### src/rtl/bmr_pkg.sv
package bmr_pkg;
  typedef enum logic {
    RDW_NEW = 1'b0,
    RDW_OLD = 1'b1
  } rdw_e;

  function automatic bit lane_w_ok(int w);
    return (w == 5) || (w == 8) || (w == 9) || (w == 10);
  endfunction
endpackage

### src/rtl/bmr_addr_reg.sv
module bmr_addr_reg #(
  parameter int ADDR_W = 4
) (
  input  logic              clk_i,
  input  logic              stall_i,
  input  logic [ADDR_W-1:0] addr_i,
  output logic [ADDR_W-1:0] eff_addr_o,
  output logic [ADDR_W-1:0] addr_q_o
);
  logic [ADDR_W-1:0] addr_q;

  // stalled edges reuse the held address for this access
  assign eff_addr_o = stall_i ? addr_q : addr_i;
  assign addr_q_o   = addr_q;

  always_ff @(posedge clk_i) begin
    addr_q <= eff_addr_o;
  end
endmodule

### src/rtl/bmr_lane_mem.sv
module bmr_lane_mem #(
  parameter int LANE_W = 9,
  parameter int DEPTH  = 16,
  parameter int ADDR_W = 4
) (
  input  logic              clk_i,
  input  logic              wr_i,
  input  logic [ADDR_W-1:0] addr_i,
  input  logic [LANE_W-1:0] wdata_i,
  output logic [LANE_W-1:0] rdata_o
);
  logic [LANE_W-1:0] mem_q [DEPTH];

  assign rdata_o = mem_q[addr_i];

  always_ff @(posedge clk_i) begin
    if (wr_i) mem_q[addr_i] <= wdata_i;
  end
endmodule

### src/rtl/bmr_rd_path.sv
module bmr_rd_path #(
  parameter int DATA_W  = 18,
  parameter bit OUT_REG = 1'b0
) (
  input  logic              clk_i,
  input  logic              rst_ni,
  input  logic              re_i,
  input  logic [DATA_W-1:0] word_i,
  output logic [DATA_W-1:0] rdata_o
);
  logic [DATA_W-1:0] rd_q;

  always_ff @(posedge clk_i or negedge rst_ni) begin
    if (!rst_ni)   rd_q <= '0;
    else if (re_i) rd_q <= word_i;
  end

  if (OUT_REG) begin : g_oreg
    logic [DATA_W-1:0] out_q;
    always_ff @(posedge clk_i or negedge rst_ni) begin
      if (!rst_ni) out_q <= '0;
      else         out_q <= rd_q;
    end
    assign rdata_o = out_q;
  end else begin : g_noreg
    assign rdata_o = rd_q;
  end
endmodule

### src/rtl/bm_ram.sv
module bm_ram
  import bmr_pkg::*;
#(
  parameter int   DATA_W      = 18,
  parameter int   LANE_W      = 9,
  parameter int   DEPTH       = 16,
  parameter bit   OUT_REG     = 1'b0,
  parameter rdw_e RDW_MODE    = RDW_NEW,
  parameter bit   MASKED_KEEP = 1'b1,
  parameter bit   USE_BE      = 1'b1,
  localparam int  LANES       = DATA_W / LANE_W,
  localparam int  ADDR_W      = (DEPTH > 1) ? $clog2(DEPTH) : 1
) (
  input  logic              clk_i,
  input  logic              rst_ni,
  input  logic [ADDR_W-1:0] addr_i,
  input  logic              stall_i,
  input  logic              we_i,
  input  logic              re_i,
  input  logic [LANES-1:0]  be_i,
  input  logic [DATA_W-1:0] wdata_i,
  output logic [DATA_W-1:0] rdata_o
);
  localparam bit CFG_OK = lane_w_ok(LANE_W) && (LANES * LANE_W == DATA_W) && (LANES > 0);

  logic [ADDR_W-1:0] eff_addr;
  logic [ADDR_W-1:0] addr_q;
  logic [LANES-1:0]  lane_wr;
  logic [DATA_W-1:0] old_word;
  logic [DATA_W-1:0] rd_word;

  if (!CFG_OK) begin : g_cfg_bad
    initial $fatal(1, "bm_ram: LANE_W must be 5/8/9/10 and divide DATA_W");
  end

  bmr_addr_reg #(.ADDR_W(ADDR_W)) u_addr (
    .clk_i     (clk_i),
    .stall_i   (stall_i),
    .addr_i    (addr_i),
    .eff_addr_o(eff_addr),
    .addr_q_o  (addr_q)
  );

  for (genvar i = 0; i < LANES; i++) begin : g_lane
    logic [LANE_W-1:0] wl;
    logic [LANE_W-1:0] ol;

    assign wl = wdata_i[i*LANE_W +: LANE_W];
    assign lane_wr[i] = we_i & (USE_BE ? be_i[i] : 1'b1);

    bmr_lane_mem #(.LANE_W(LANE_W), .DEPTH(DEPTH), .ADDR_W(ADDR_W)) u_mem (
      .clk_i  (clk_i),
      .wr_i   (lane_wr[i]),
      .addr_i (eff_addr),
      .wdata_i(wl),
      .rdata_o(ol)
    );

    assign old_word[i*LANE_W +: LANE_W] = ol;

    if (RDW_MODE == RDW_NEW) begin : g_new
      // masked lane: stored value or don't-care (write data is cheapest)
      always_comb begin
        if (!we_i)           rd_word[i*LANE_W +: LANE_W] = ol;
        else if (lane_wr[i]) rd_word[i*LANE_W +: LANE_W] = wl;
        else                 rd_word[i*LANE_W +: LANE_W] = MASKED_KEEP ? ol : wl;
      end
    end else begin : g_old
      assign rd_word[i*LANE_W +: LANE_W] = ol;
    end
  end

  bmr_rd_path #(.DATA_W(DATA_W), .OUT_REG(OUT_REG)) u_rd (
    .clk_i  (clk_i),
    .rst_ni (rst_ni),
    .re_i   (re_i),
    .word_i (rd_word),
    .rdata_o(rdata_o)
  );
endmodule

### config.mk
export PLATFORM = sky130hd
export DESIGN_NAME = bm_ram
export DESIGN_NICKNAME = d
export VERILOG_FILES = /design/src/rtl/bmr_pkg.sv /design/src/rtl/bmr_addr_reg.sv /design/src/rtl/bmr_lane_mem.sv /design/src/rtl/bmr_rd_path.sv /design/src/rtl/bm_ram.sv
export SDC_FILE = /design/constraint.sdc
export NUM_CORES = 1
export LEC_CHECK = 0
export BUFFER_PORTS_ARGS = -buffer_cell sky130_fd_sc_hd__buf_2
export CAP_MARGIN = 10
export CORE_MARGIN = 5
export CORE_UTILIZATION = 26
export CTS_CLUSTER_DIAMETER = 60
export DETAILED_ROUTE_END_ITERATION = 6
export SLEW_MARGIN = 20
export SYNTH_ARGS = -nofsm -noshare
export SYNTH_HDL_FRONTEND = slang
export SYNTH_HIERARCHICAL = 1
export SYNTH_SLANG_ARGS = --single-unit
### constraint.sdc
create_clock -name clk_i -period 2.1 [get_ports clk_i]
set_input_delay 0.105 -clock clk_i [delete_from_list [all_inputs] [get_ports clk_i]]
set_output_delay 0.105 -clock clk_i [all_outputs]
set_load 0.1 [all_outputs]
-- After elaboration in Yosys (flattened, before gate mapping)
Memory sizes are Yosys's and may differ from the RTL's.
Cells that the tools add are included.
- register bits after elaboration: 22
- bits in writable memories: 288
- input bits: 29
- output and inout bits: 18
- logic and storage cells: 15
- memories: 2
- muxes and demuxes: 9
- bitwise operators: 2
- memories (name ; depth ; bits a word ; rd ports ; clocked after memory_dff ; wr ports ; line ; RTL):
    g_lane[0].u_mem.mem_q ; 16 ; 9 ; 1 ; 0 ; 1 ; bmr_lane_mem.sv:12 ; logic [LANE_W-1:0] mem_q [DEPTH];
    g_lane[1].u_mem.mem_q ; 16 ; 9 ; 1 ; 0 ; 1 ; bmr_lane_mem.sv:12 ;
- operators by type and width (cell ; number):
    two-way mux 9 bit ; 4
    two-way mux 1 bit ; 4
    two-way mux 4 bit ; 1
    AND 1 bit ; 2

-- Depth between registers and ports, before layout
An unclocked memory read counts as a cell.
- word-level depth: 4
- mapped depth: 8
- depth with buffers taken out: 6

-- Modules after synthesis
The synthesis kept the hierarchy.
- by module, submodules not included (module ; times used ; cells each ; area an instance (um^2) ; seq. area each (um^2)):
    bmr_lane_mem ; 2 ; 247 ; 5566.6 ; 4324.1
    bmr_rd_path ; 1 ; 38 ; 721.9 ; 450.4
    bm_ram ; 1 ; 22 ; 222.7 ; 0.0
    bmr_addr_reg ; 1 ; 8 ; 125.1 ; 80.1

-- Least setup slack after synthesis
Ideal clock, no wire load.
- path type: register to register
- start: reg u_addr.addr_q[2], in the netlist u_addr/addr_q_o[2]
- end: mem g_lane[0].u_mem.mem_q[0][0], enable pin
- setup time: 387 ps
- arrival: 1823 ps
- data required time: 1713 ps
- setup slack: -110 ps
- stages on the path, launching flop included: 4
- path buffers: 0
- clock period less this slack: 2210 ps
- cells stage by stage: dfxtp_1 > mux2_2 > or3b_2 > nor3_1
- longest elaborated chain between the ends: 1
- RTL lines (item ; line ; RTL):
    start: declaration ; bmr_addr_reg.sv:10 ; logic [ADDR_W-1:0] addr_q;
    start signal: assignment ; bmr_addr_reg.sv:17 ; addr_q <= eff_addr_o;
    two-way mux 4 bit ; bmr_addr_reg.sv:13 ; assign eff_addr_o = stall_i ? addr_q : addr_i;
    named net eff_addr[2] ; bm_ram.sv:26 ; logic [ADDR_W-1:0] eff_addr;
    end: declaration ; bmr_lane_mem.sv:12 ;
The timed path passes the listed nets, and every way through them passes these cells.

-- Worst setup path in the final report
- start: reg u_addr.addr_q[1], in the netlist u_addr/addr_q_o[1]
- end: reg u_rd.rd_q[7], in the netlist u_rd/rdata_o[7]
- longest elaborated chain between the ends: 4
- RTL lines (item ; line ; RTL):
    two-way mux 4 bit (*) ; bmr_addr_reg.sv:13 ;
    named net eff_addr[1] ; bm_ram.sv:26 ;
    memory read (16 x 9 bit) (*) ; - ;
    named net g_lane[0].ol[7] ; bm_ram.sv:46 ; logic [LANE_W-1:0] ol;
    two-way mux 9 bit ; bm_ram.sv:65 ; else if (lane_wr[i]) rd_word[i*LANE_W +: LANE_W] = wl;
    two-way mux 9 bit (*) ; bm_ram.sv:64 ; if (!we_i) rd_word[i*LANE_W +: LANE_W] = ol;
    named net rd_word[7] ; bm_ram.sv:30 ; logic [DATA_W-1:0] rd_word;
    end signal: assignment ; bmr_rd_path.sv:15 ; else if (re_i) rd_q <= word_i;
    end: declaration ; bmr_rd_path.sv:11 ; logic [DATA_W-1:0] rd_q;
Mark *: on every way through the listed nets, which the timed path passes. The rest lies on a longest branch.
A chain may end at the register's enable or synchronous reset.

==> summary.txt <==
Floorplanning
  – Die W: 227 um
  – Cell Rows: 79
  – Initial Utilization: 26.3%
  – Die Height: 227 um
  – Die area: 51400 sq um
  – Ports: 47
  – Core box area: ~46000 sq um

Critical path
  – Critical Path AT: 2.78 ns
  – R2R Path Start: u_addr/addr_q_o[1]
  – R2R Path End: u_rd/rdata_o[7]
  – Worst Path Max Fanout: 8
  – CP endpoint kind: flop
  – CP required: 2.54 ns
  – CP startpoint kind: flop
  – Register-to-Register Path Depth: 8
  – Crit Path Category: reg2reg
  – R2R Setup Slk: -0.24 ns

Global routing
  – First-pass GRT wire length: 41.2 mm
  – Largest net degree at the start of global routing: 19
  – GRT Residual Overflow: 0
  – Total track usage: between 10% and 20%
  – Initial antenna violation count: 5
  – Vias in the first global route: 6304

Timing
  – Setup Total Neg Slack: -2.85 ns
  – Unrepaired setup endpoints after global routing: true
  – Fmax: 428 MHz
  – Setup-failing EPs final: 18
  – Final period util: 111%
  – Setup slack after layout: -0.237 ns
  – Tmin final: 2.34 ns
  – Slew @ Worst Pin: 0.707 ns
  – Final hold violation count: 0
  – Worst slew margin: 52.9%
  – Worst Clk Skew: ~0.011 ns
  – Slew Viols, Final: 0

Drt
  – Residual DRC: 0
  – Final WL: approximately 28 mm
  – TritonRoute pass-1 iters: 5
  – Starting DRT DRC Count: about 440
  – Final ANT Viol Nets: 0
  – Via density per instance: 4.49
  – Via count: a little over 6000
  – Avg WL per Cell: 20.3 um

Synth
  – Async S/R FF share, synth: about 5.8%
  – Post-Synthesis Cell Area: approximately 12000 sq um
  – EDFF count, synth: 288
  – Syn nets: 591
  – Mapped Avg Cell Area: approximately 22 sq um
  – Ys Warns: 6
  – Post-synthesis sequential area ratio: 75.2%
  – Number of library cell types mapped by synthesis: 25
  – Seq cells post-synth: 310
  – Syn Inst Count: about 560
  – Ys flop type: edfxtp_1

Clocking
  – H-tree Lvls: 1
  – CTS root buf: clkbuf_16
  – Clk buf depth: 3
  – Clock Sinks: 310
  – Clock transition at path regs: around 0.060 ns
  – CTS Buf Count: 30
  – Skew-Pair Late Insertion Delay: 0.56 ns
  – CTS tree: built

Power and ir drop
  – Worst ir drop on vdd: 0.594 mV
  – Overall power: 14.6 mW
  – Power Dens Cells: approximately 950 nW/um^2
  – P_leak: 5.24 nW

Cells and area
  – Post-route non-filler standard cell count: 1364
  – Final #Nets: 763
  – Ant diodes: 0
  – Share of cells above drive strength 1: 42.8%
  – Post-route core utilization: 32.9%
  – Layout area overhead: 25.4%

Place
  – Placed cells: approximately 1300
  – IO Port Bufs: 46
  – Post-DP HPWL: 17.4 mm
  – GPL Wtd Cong: 0.729

Hold path
  – HP Start: wdata_i[7]
  – Worst Hold Class: in2reg
  – Hold EP: u_rd/rdata_o[7]
  – Min-Delay Path Depth: 3

Job
  – Max_cap viols: 0

Status
  – Violated checks: setup timing
  – Status: finished with violations
-- kinds of logic (layout without fill, tap and decap cells) --
family | Yosys count | after routing | synth area share [%]
AO/OA/AOI/OAI | 36 | 36 | 2.21
buffers and inverters | 30 | 222 | 1.59
flip-flops | 310 | 310 | 75.2
multiplexers | 112 | 115 | 18.1
AND/OR/NAND/NOR | 74 | 74 | 2.83
-- flip-flops by register name, summed over array words and instances, names as in the netlist --
signal / cells
g_lane.u_mem/mem_q: 288
u_rd/rdata_o: 18
u_addr/addr_q_o: 4
-- Yosys cell counts (2+ instances only) --
master	count	area [sq um]
nor3_1	8	40.0
dfxtp_1	4	80.1
buf_1	2	7.51
edfxtp_1	288	8650
dfrtp_1	18	450
nand2b_1	4	25.0
mux2_2	30	338
mux2_4	10	150
nand2_1	20	75.1
mux4_2	44	991
nand3_1	2	10.0
inv_1	2	7.51
nor2b_1	4	25.0
and2_1	2	12.5
clkbuf_1	12	45.0
buf_4	2	15.0
nand2_2	2	12.5
buf_6	7	78.8
mux4_1	28	736
nand3b_1	4	30.0
buf_2	4	20.0
a22oi_1	36	270
or3b_2	2	17.5
nor2_1	26	97.6
-- critical path, stage by stage (launching register included) --
cell and delay (ns):
dfxtp_2 0.34, mux2_4 0.34, buf_12 0.17, clkbuf_4 0.19
mux4_2 0.32, a22oi_2 0.23, nand2_1 0.07, mux2_2 0.30
mux2_4 0.26
-- per-stage QoR --
step,setup WS (ns),cell area (sq um),hold slack [ns]
6_report,-0.237,15300,0.0526
5_1_grt,-0.288,15300,0.0411
4_1_cts,-0.238,15200,0.0165
3_5_place_dp,-0.405,13800,0.172
3_3_place_gp,-0.385,13800,0.156
2_1_floorplan,-0.0105,12200,-0.191
-- power by group --
part / total, mW / internal [mW] / switching [mW]
combinational: 2.21 / 0.837 / 1.38
clock: 5.36 / 3.07 / 2.29
sequential: 6.98 / 6.91 / 0.0786
-- per-layer routing --
metal | wire [um] | vias to the layer above | share of wire, % | global-route usage (%)
met1 | 12300 | 3222 | 44 | 14.7
met2 | 13400 | 152 | 49 | 17.5
li1 | - | 2704 | - | -
met5 | 50 | - | 0.18 | 0
met3 | 1480 | 33 | 5.3 | 2.11
met4 | 435 | 8 | 1.6 | 2.62
-- worst max path at each step --
stage                             from          endpoint  slack (ns)
floorplan           u_addr/addr_q_o[0]   u_rd/rdata_o[6]       -0.01
global placement               stall_i   u_rd/rdata_o[7]       -0.39
detailed placement             stall_i   u_rd/rdata_o[7]       -0.40
CTS                 u_addr/addr_q_o[0]   u_rd/rdata_o[6]       -0.24
global route        u_addr/addr_q_o[0]  u_rd/rdata_o[15]       -0.29
finish              u_addr/addr_q_o[1]   u_rd/rdata_o[7]       -0.24
-- layout make-up --
| cell class | instances | area (sq um) |
|---|---|---|
| fillers | 4386 | 31200 |
| flip-flops and latches | 310 | 9180 |
| multi-input cells | 225 | 3050 |
| repair buffers | 165 | 1330 |
| clock buffers | 35 | 791 |
| well taps | 607 | 759 |
| clock inverters | 20 | 188 |
| inverters | 2 | 7.51 |
-- cell usage in the layout, fill, tap and decap left out, types with 3 or more instances in the layout --
cell type	instances
mux2_2	19
nand2_1	19
bufinv_16	3
nand3b_1	4
clkbuf_1	4
buf_2	46
dfrtp_1	18
buf_6	7
buf_4	80
mux4_2	50
a22oi_2	26
nor2_1	22
clkinv_2	8
buf_12	10
clkinv_1	4
nor3_1	6
mux2_4	24
dlygate4sd3_1	20
nor2b_1	4
a22oi_1	10
clkbuf_16	31
nand2_2	3
nand2b_1	4
edfxtp_1	288
mux4_1	22
nor2_2	4
-- what timing repair did --
action / in CTS / in global routing
hold endpoints to repair: 292 / 0
hold buffers: 20 / 0
gates resized for setup: 27 / 34
setup buffers: 9 / 6
cloned: 4 / 0
endpoints found under the setup margin: 18 / 45
pin swaps: 1 / 3
Note: power is estimated with default switching activity, not from simulation.
